[src/rtl/updn_counter_pkg.sv]
package updn_counter_pkg;
  typedef enum logic [1:0] {
    OP_HOLD  = 2'd0,
    OP_STEP  = 2'd1,
    OP_LOAD  = 2'd2,
    OP_CLEAR = 2'd3
  } cnt_op_e;
endpackage

[src/rtl/updn_incr.sv]
module updn_incr #(
  parameter int WIDTH = 4
) (
  input  logic [WIDTH-1:0] val_i,
  output logic [WIDTH-1:0] sum_o,
  output logic             carry_o
);
  logic [WIDTH:0] chain;
  assign chain[0] = 1'b1;
  for (genvar i = 0; i < WIDTH; i++) begin : g_ha
    assign sum_o[i]   = val_i[i] ^ chain[i];
    assign chain[i+1] = val_i[i] & chain[i];
  end
  assign carry_o = chain[WIDTH];
endmodule

[src/rtl/updn_decr.sv]
module updn_decr #(
  parameter int WIDTH = 4
) (
  input  logic [WIDTH-1:0] val_i,
  output logic [WIDTH-1:0] diff_o,
  output logic             carry_o
);
  logic [WIDTH:0] chain;
  assign chain[0] = 1'b0;
  for (genvar i = 0; i < WIDTH; i++) begin : g_fa
    // full adder with second operand bit fixed at 1
    assign diff_o[i]   = ~(val_i[i] ^ chain[i]);
    assign chain[i+1]  = val_i[i] | chain[i];
  end
  assign carry_o = chain[WIDTH];
endmodule

[src/rtl/updn_term.sv]
module updn_term #(
  parameter int WIDTH = 4
) (
  input  logic [WIDTH-1:0] val_i,
  input  logic             up_i,
  output logic             all_one_o,
  output logic             all_zero_o,
  output logic             term_o
);
  assign all_one_o  = &val_i;
  assign all_zero_o = ~|val_i;
  assign term_o     = up_i ? all_one_o : all_zero_o;
endmodule

[src/rtl/updn_counter.sv]
module updn_counter
  import updn_counter_pkg::*;
#(
  parameter int WIDTH = 4
) (
  input  logic             clk_i,
  input  logic             rst_ni,
  input  logic             clear_i,
  input  logic             load_i,
  input  logic [WIDTH-1:0] load_val_i,
  input  logic             step_en_i,
  input  logic             dir_up_i,
  output logic [WIDTH-1:0] count_o,
  output logic             term_o
);
  localparam logic [WIDTH-1:0] ZERO = '0;
  localparam logic [WIDTH-1:0] ONES = '1;

  function automatic cnt_op_e pick_op(logic clr, logic ld, logic en);
    if (clr)     return OP_CLEAR;
    else if (ld) return OP_LOAD;
    else if (en) return OP_STEP;
    else         return OP_HOLD;
  endfunction

  logic [WIDTH-1:0] cnt_q, cnt_d, inc_val, dec_val, step_val;
  logic             inc_co, dec_co, all_one, all_zero;
  cnt_op_e          op;

  updn_incr #(.WIDTH(WIDTH)) u_incr (.val_i(cnt_q), .sum_o(inc_val), .carry_o(inc_co));
  updn_decr #(.WIDTH(WIDTH)) u_decr (.val_i(cnt_q), .diff_o(dec_val), .carry_o(dec_co));
  updn_term #(.WIDTH(WIDTH)) u_term (.val_i(cnt_q), .up_i(dir_up_i),
                                     .all_one_o(all_one), .all_zero_o(all_zero), .term_o(term_o));

  assign step_val = dir_up_i ? inc_val : dec_val;
  assign op       = pick_op(clear_i, load_i, step_en_i);

  always_comb begin
    unique case (op)
      OP_CLEAR: cnt_d = ZERO;
      OP_LOAD:  cnt_d = load_val_i;
      OP_STEP:  cnt_d = step_val;
      default:  cnt_d = cnt_q;
    endcase
  end

  always_ff @(posedge clk_i or negedge rst_ni) begin
    if (!rst_ni) cnt_q <= ZERO;
    else         cnt_q <= cnt_d;
  end

  assign count_o = cnt_q;

  AST_CLEAR_ZERO: assert property (@(posedge clk_i) disable iff (!rst_ni)
    clear_i |=> (count_o == ZERO));
  AST_LOAD_TAKES: assert property (@(posedge clk_i) disable iff (!rst_ni)
    (!clear_i && load_i) |=> (count_o == $past(load_val_i)));
  AST_UP_STEP: assert property (@(posedge clk_i) disable iff (!rst_ni)
    (!clear_i && !load_i && step_en_i && dir_up_i) |=> (count_o == $past(count_o) + 1'b1));
  AST_DOWN_STEP: assert property (@(posedge clk_i) disable iff (!rst_ni)
    (!clear_i && !load_i && step_en_i && !dir_up_i) |=> (count_o == $past(count_o) - 1'b1));
  AST_UP_WRAP: assert property (@(posedge clk_i) disable iff (!rst_ni)
    (!clear_i && !load_i && step_en_i && dir_up_i && all_one) |=> (count_o == ZERO));
  AST_DOWN_WRAP: assert property (@(posedge clk_i) disable iff (!rst_ni)
    (!clear_i && !load_i && step_en_i && !dir_up_i && all_zero) |=> (count_o == ONES));
  AST_HOLD: assert property (@(posedge clk_i) disable iff (!rst_ni)
    (!clear_i && !load_i && !step_en_i) |=> $stable(count_o));
  AST_CARRY_MATCH: assert property (@(posedge clk_i) disable iff (!rst_ni)
    (inc_co == all_one) && (dec_co == !all_zero));
endmodule

[config.mk]
export PLATFORM = sky130hd
export DESIGN_NAME = updn_counter
export DESIGN_NICKNAME = d
export VERILOG_FILES = /design/src/rtl/updn_counter_pkg.sv /design/src/rtl/updn_incr.sv /design/src/rtl/updn_decr.sv /design/src/rtl/updn_term.sv /design/src/rtl/updn_counter.sv
export SDC_FILE = /design/constraint.sdc
export NUM_CORES = 1
export LEC_CHECK = 0
export ABC_CLOCK_PERIOD_IN_PS = 2100
export BUFFER_PORTS_ARGS = -buffer_cell sky130_fd_sc_hd__buf_2
export CORE_AREA = 2 2 39 41
export CTS_BUF_LIST = sky130_fd_sc_hd__clkbuf_8
export DETAILED_ROUTE_END_ITERATION = 7
export DIE_AREA = 0 0 41 43
export GPL_TIMING_DRIVEN = 0
export SLEW_MARGIN = 25
export SYNTH_ARGS = -nofsm -noshare
export SYNTH_HDL_FRONTEND = slang
export SYNTH_HIERARCHICAL = 1
export SYNTH_SLANG_ARGS = --single-unit
[constraint.sdc]
create_clock -name clk_i -period 2.1 [get_ports clk_i]
set_input_delay 0.21 -clock clk_i [delete_from_list [all_inputs] [get_ports clk_i]]
set_output_delay 0.21 -clock clk_i [all_outputs]
set_load 0.03 [all_outputs]
Word level (Yosys, flattened, before mapping). Index checks and enable logic that the tools add are counted.

Register bits after elaboration: 4. Bits in latches: 0. Bits in writable memories: 0. Memory bits (read-only): 0. Input port bits: 10. Output and inout bits: 5. Logic and storage cells: 27. Memories kept: 0.

$add $sub $neg: 0. $mul: 0. Divide/modulo/power cells: 0. $lt $le $gt $ge: 0. Equal/unequal tests: 3. Shift-type cells: 0. Multiplexer cells: 6. Bitwise gates (word level): 13. Reduce and logical (&&, ||, !) cells: 4.

Operators with widths (number): case mux 4 bit (3 select lines) (1); bitwise XOR 1 bit (5); equality test 2 bit, second input constant (2); two-way mux 2 bit (2); two-way mux 4 bit (1); inverter 1 bit (4); AND reduction 4 bit (1); OR reduction 4 bit (1); nonzero test 3 bit (1); AND 1 bit (2); equality test 2 x 1 -> 1 bit, second input constant (1); two-way mux 1 bit (2); bitwise OR 1 bit (2); logical NOT 1 bit (1).

Logic depth before layout (Yosys ltp). Gate-level depths: netlist (run 1).

Depth after elaboration: 6. Depth in mapped cells: 7. Gate-level depth less buffers: 7.

By module. Netlist (run 1), hierarchy kept.

Modules (own cells, without submodules): updn_counter (instances 1, cells an instance 31, area each 310.3 um^2, sequential area each 100.1 um^2); updn_decr (instances 1, cells an instance 11, area each 67.6 um^2, sequential area each 0.0 um^2); updn_term (instances 1, cells an instance 3, area each 47.5 um^2, sequential area each 0.0 um^2); updn_incr (instances 1, cells an instance 4, area each 41.3 um^2, sequential area each 0.0 um^2).

Worst setup path before layout (run 1). OpenSTA, ideal clock, no wires.

Kind: reg2reg. From: reg cnt_q[0] (netlist: count_o[0]). To: reg cnt_q[3] (netlist: count_o[3]). Setup time: 0.137 ns. Arrival: 1.594 ns. Required time: 1.963 ns. Setup slack: 0.369 ns. Stages on the path, launching flop included: 8. Path buffers: 0. Period minus slack after synthesis: 1.731 ns. Path through: dfrtp_1 inv_1 ha_1 ha_1 ha_1 inv_1 mux2i_1 o221ai_1.

Cells in the longest elaborated chain, start to end: 6.

Ends and longest elaborated chain: from (decl) (RTL line updn_counter.sv:26) `logic [WIDTH-1:0] cnt_q, cnt_d, inc_val, dec_val, step_val;`; from (signal assigned) (RTL line updn_counter.sv:49) `else cnt_q <= cnt_d;`; bitwise OR 1 bit (2 in a row) (RTL line updn_decr.sv:13) `assign chain[i+1] = val_i[i] | chain[i];`; bitwise XOR 1 bit (RTL line updn_decr.sv:12) `assign diff_o[i] = ~(val_i[i] ^ chain[i]);`; inverter 1 bit (RTL line updn_decr.sv:12); net dec_val[3] (RTL line updn_counter.sv:26); two-way mux 4 bit (RTL line updn_counter.sv:35) `assign step_val = dir_up_i ? inc_val : dec_val;`; case mux 4 bit (3 select lines) (RTL line updn_counter.sv:39) `unique case (op)`.

The timed path passes the listed nets, and every way through them passes these cells. A chain may end at the register's enable or synchronous reset.

Final worst setup path (run 1). Same ends and word-level chain as after synthesis.

==> reports/results.txt, run 1 <==
port buffer count -> 14
P&R area growth vs syn -> 30.5%
clk slew on worst S/H paths -> 30 ps
CTS sink count -> 4
Die X -> 41 um
CTS H-tree lvls -> 1
Place WS -> 358 ps
cell family with most CP delay -> adder cells
antenna diode count -> 0
IO Count -> 15
first-pass GRT wire length -> 1350 um
ratio of cells with drive above 1 in the final layout -> 34.8%
crit-path max FO -> 7
maxcap violations -> 0
via count -> 379
WS Path Type -> reg -> reg
startpoint types -> flip-flop
Rows -> 14
largest net degree at the start of global routing -> 10
DR pass1 iterations -> 4
Max-Slew Margin vs Limit -> 81.0%
Initial Util -> 33.5%
Achievable Freq -> 608 MHz
RSZ-0062 raised after global routing -> false
Slew Limit Fails -> 0
Post-DP HPWL -> 677 um
placed cells -> 78
Finished Layout Cells -> 82
final wirelength -> 837 um
fin crit share -> 78.3%
max FFs per register -> 4
setup_tns -> 0 ps
vias in the first global route -> 360
clock root cell -> clkbuf_8
critical path's most frequent cell -> ha_1
Clock Tree Buf Depth -> 2
First DRT Iteration DRCs -> 6
Syn Nets -> 67
Cell Area, Synth -> 463 um^2
Die ar. -> 1760 um^2
Num CTS Buffers -> 3
post-DR wirelength/cell -> 10.2 um
hold_ws -> 328 ps
worst path cell trace -> inv_1, ha_1, ha_1, ha_1, inv_1, mux2i_1, o221ai_1
quantity of gates resized following cts -> 0
global route overflow -> 0
worst path bufs/invs -> 2
crit path time final -> 1650 ps
die height -> 43 um
Nets -> 87
worst min-delay path category -> in -> reg
fill cell count -> 142
Syn Area/Cell -> 9.64 um^2
clk_lat worst skew -> 210 ps
status -> completed
Syn Inst Count -> 48
initial antenna violation count -> 0
Critical Path AT -> 1720 ps
Max stage delay on crit path -> 480 ps
Ys Warns -> 6
required time of the critical path -> 2180 ps
core area -> 1380 um^2
Critical Path Slowest Stage Cell -> dfrtp_1
RD Place Congestion -> 0.732
Final Hold Vio Count -> 0
Worst setup EP type -> flip-flop
global-route total usage across every layer -> 11.6%
final worst-path setup slack -> 455 ps
leakage -> 0.327 nW
final antenna-violating net count -> 0
TritonCTS clock tree -> yes
Vias/cell -> 4.62
Final Setup Violations -> 0
Pwr Density -> 591 nW/um^2
maximum VDD drop -> 0.000389 V
final clock skew -> 4.04 ps
DRC -> 0
Worst-Margin Slew -> 285 ps
## stage by stage
step	utilization (%)	power, mW	area [um^2]
finish	43.7	0.357	604
global route	43.7	0.388	604
CTS	43.7	0.364	604
detailed placement	40.0	0.201	553
global placement	40.0	0.199	553
floorplan	-	0.170	463
## power by group
group,internal [mW],switching [mW]
clock,0.122,0.0353
combinational,0.0505,0.0540
sequential,0.0831,0.0126
total,0.255,0.102
## timing repair
item | CTS | global route
endpoints found under the hold margin | 4 | 0
hold buffers | 1 | 0
buffers inserted | 0 | 0
## final cells by class
type	count	area [um^2]	area share [%]
multi-input cells	32	310	51.3
flip-flops and latches	4	100	16.6
repair buffers	15	80.1	13.3
clock buffers	3	41.3	6.83
inverters	10	37.5	6.21
well taps	16	20.0	3.31
plain buffers	2	15.0	2.48
## worst reg2reg max path, stage by stage (launching register included)
cell and delay (ps):
dfrtp_1 480, inv_1 100, ha_1 210, ha_1 180
ha_1 260, inv_1 40, mux2i_1 120, o221ai_1 130
## cells in the final DEF (no fill, tap or decap)
master,n
ha_1,9
dlygate4sd3_1,1
buf_2,14
buf_6,1
and4_4,1
a21oi_1,1
or3b_4,1
dfrtp_1,4
or2_2,1
nand2_1,4
mux2i_1,4
nand3b_1,4
clkbuf_1,1
clkbuf_8,3
o221ai_1,4
a21o_1,1
nor4_4,1
mux2_4,1
inv_1,10
## layer usage
layer  up-vias  track usage (%)  wire length, um
met2        13             18.4              389
met5         -                0                0
met1       165             13.4              394
li1        201                -                -
met4         0             6.00                0
met3         0             3.14               53
## worst paths after layout
| kind | start | end | slack, ps | cells past startpoint |
|---|---|---|---|---|
| worst max-delay path | count_o[0] | count_o[3] | 450 | 7 |
| worst min-delay path | load_val_i[1] | count_o[1] | 330 | 3 |
| worst max register to register | count_o[0] | count_o[3] | 450 | 7 |
| worst min register to register | count_o[3] | count_o[3] | 650 | 2 |
| max in group asynchronous | rst_ni | count_o[2] | 1640 | 2 |
| min in group asynchronous | rst_ni | count_o[1] | 340 | 2 |
(Power assumes the default switching activity.)
==> run 2: changes to the inputs <==
Settings changed: ABC_CLOCK_PERIOD_IN_PS 2100 to 1400.
Clock period 2.1 ns to 1.4 ns, I/O delays scaled along.
==> reports/results.txt, run 2 (synthesized netlist as in run 1, its figures left out) <==
status -> complete, but fails checks
failing checks -> setup timing
port buffer count -> 14
RSZ-0062 raised after global routing -> true
hold_ws -> 251 ps
core area -> 1380 um^2
Final Hold Vio Count -> 0
first-pass GRT wire length -> 1510 um
Slew Limit Fails -> 0
commonest non-fill, non-tap cell in the layout -> buf_2
required time of the critical path -> 1480 ps
via count -> 402
Pwr Density -> 853 nW/um^2
Rows -> 14
clk_lat worst skew -> 220 ps
worst min-delay path category -> in -> async
CTS H-tree lvls -> 1
ratio of cells with drive above 1 in the final layout -> 56.5%
maximum VDD drop -> 0.000820 V
Initial Util -> 33.5%
initial antenna violation count -> 0
Achievable Freq -> 659 MHz
WS Path Type -> reg -> reg
crit-path max FO -> 5
First DRT Iteration DRCs -> 4
Post-DP HPWL -> 744 um
most frequent cells in the layout -> 13 x buf_2, 7 x inv_1, 5 x ha_4
Final Total Pwr -> 610 uW
Clock Tree Buf Depth -> 2
Worst-Margin Slew -> 287 ps
Die ar. -> 1760 um^2
largest net degree at the start of global routing -> 10
IO Count -> 15
final wirelength -> 918 um
antenna diode count -> 0
global-route total usage across every layer -> 12.8%
clock root cell -> clkbuf_8
global route overflow -> 0
final worst-path setup slack -> -117 ps
Nets -> 89
final clock skew -> 1.60 ps
maxcap violations -> 0
Vias/cell -> 4.73
TritonCTS clock tree -> yes
final antenna-violating net count -> 0
crit path time final -> 1520 ps
leakage -> 0.340 nW
Num CTS Buffers -> 3
Critical Path AT -> 1600 ps
Worst setup EP type -> flip-flop
fin crit share -> 108%
vias in the first global route -> 379
clk slew on worst S/H paths -> 30 ps
P&R area growth vs syn -> 54.3%
CTS sink count -> 4
DRC -> 0
RD Place Congestion -> 0.682
startpoint types -> flip-flop
max FFs per register -> 4
Die X -> 41 um
Final Setup Violations -> 2
post-DR wirelength/cell -> 10.8 um
die height -> 43 um
DR pass1 iterations -> 4
Finished Core Util -> 51.6%
Max-Slew Margin vs Limit -> 80.8%
run 2: cell types whose count changed in the layout (fill, tap and decap cells not counted), sizes merged:
cell  before  now
buf       15   17
inv       10   11
run 2: final cells by class:
cell class / instances / area [um^2]
inverter: 10 / 37.5
timing repair buffer: 17 / 114
clock buffer: 3 / 41.3
buffer: 2 / 15.0
tap: 16 / 20.0
sequential: 4 / 104
fill: 136 / 669
multi-input combinational: 32 / 379
clock inverter: 1 / 3.75
run 2: stage by stage:
step	instance area [um^2]	setup slack [ps]	TNS (ps)	cells
6_report	714	-117	-224	85
5_1_grt	714	-171	-317	85
4_1_cts	708	-141	-253	85
3_5_place_dp	609	-168	-617	78
3_3_place_gp	609	-130	-505	78
2_1_floorplan	519	-133	-133	48
run 2: path summary, 6_finish.rpt:
path | startpoint | to | slack [ps] | cells after the start
hold reg to reg | count_o[2] | count_o[2] | 600 | 2
setup / recovery | count_o[0] | count_o[3] | -120 | 7
hold / removal | rst_ni | count_o[0] | 250 | 2
max in group asynchronous | rst_ni | count_o[2] | 1020 | 2
min in group clk_i | load_val_i[0] | count_o[0] | 250 | 3
setup reg to reg | count_o[0] | count_o[3] | -120 | 7
run 2: where the power goes:
group / leakage [nW] / internal, mW / total, mW / switching [mW]
clock: 0.0269 / 0.187 / 0.247 / 0.0605
sequential: 0.0497 / 0.126 / 0.147 / 0.0207
combinational: 0.263 / 0.115 / 0.215 / 0.101
run 2: critical path, cell delays in order (launching register included):
cell and delay (ps):
dfrtp_2 440, inv_2 80, ha_4 160, ha_4 150
ha_4 250, inv_2 20, mux2i_1 150, o221ai_1 130
run 2: repair_timing:
item | CTS | global route
hold endpoints to repair | 4 | 0
setup buffers | 2 | 0
endpoints found under the setup margin | 2 | 5
gates resized for setup | 4 | 3
cloned | 0 | 0
pin swaps | 3 | 0
hold buffers | 1 | 0
run 2: per-layer routing:
| layer | part of all wire, % | GRT usage (%) | wire length [um] |
|---|---|---|---|
| met1 | 45 | 16.5 | 413 |
| met2 | 50 | 19.1 | 455 |
| met3 | 5.2 | 4.71 | 48 |
| met4 | 0 | 4.00 | 0 |
| met5 | 0 | 0 | 0 |
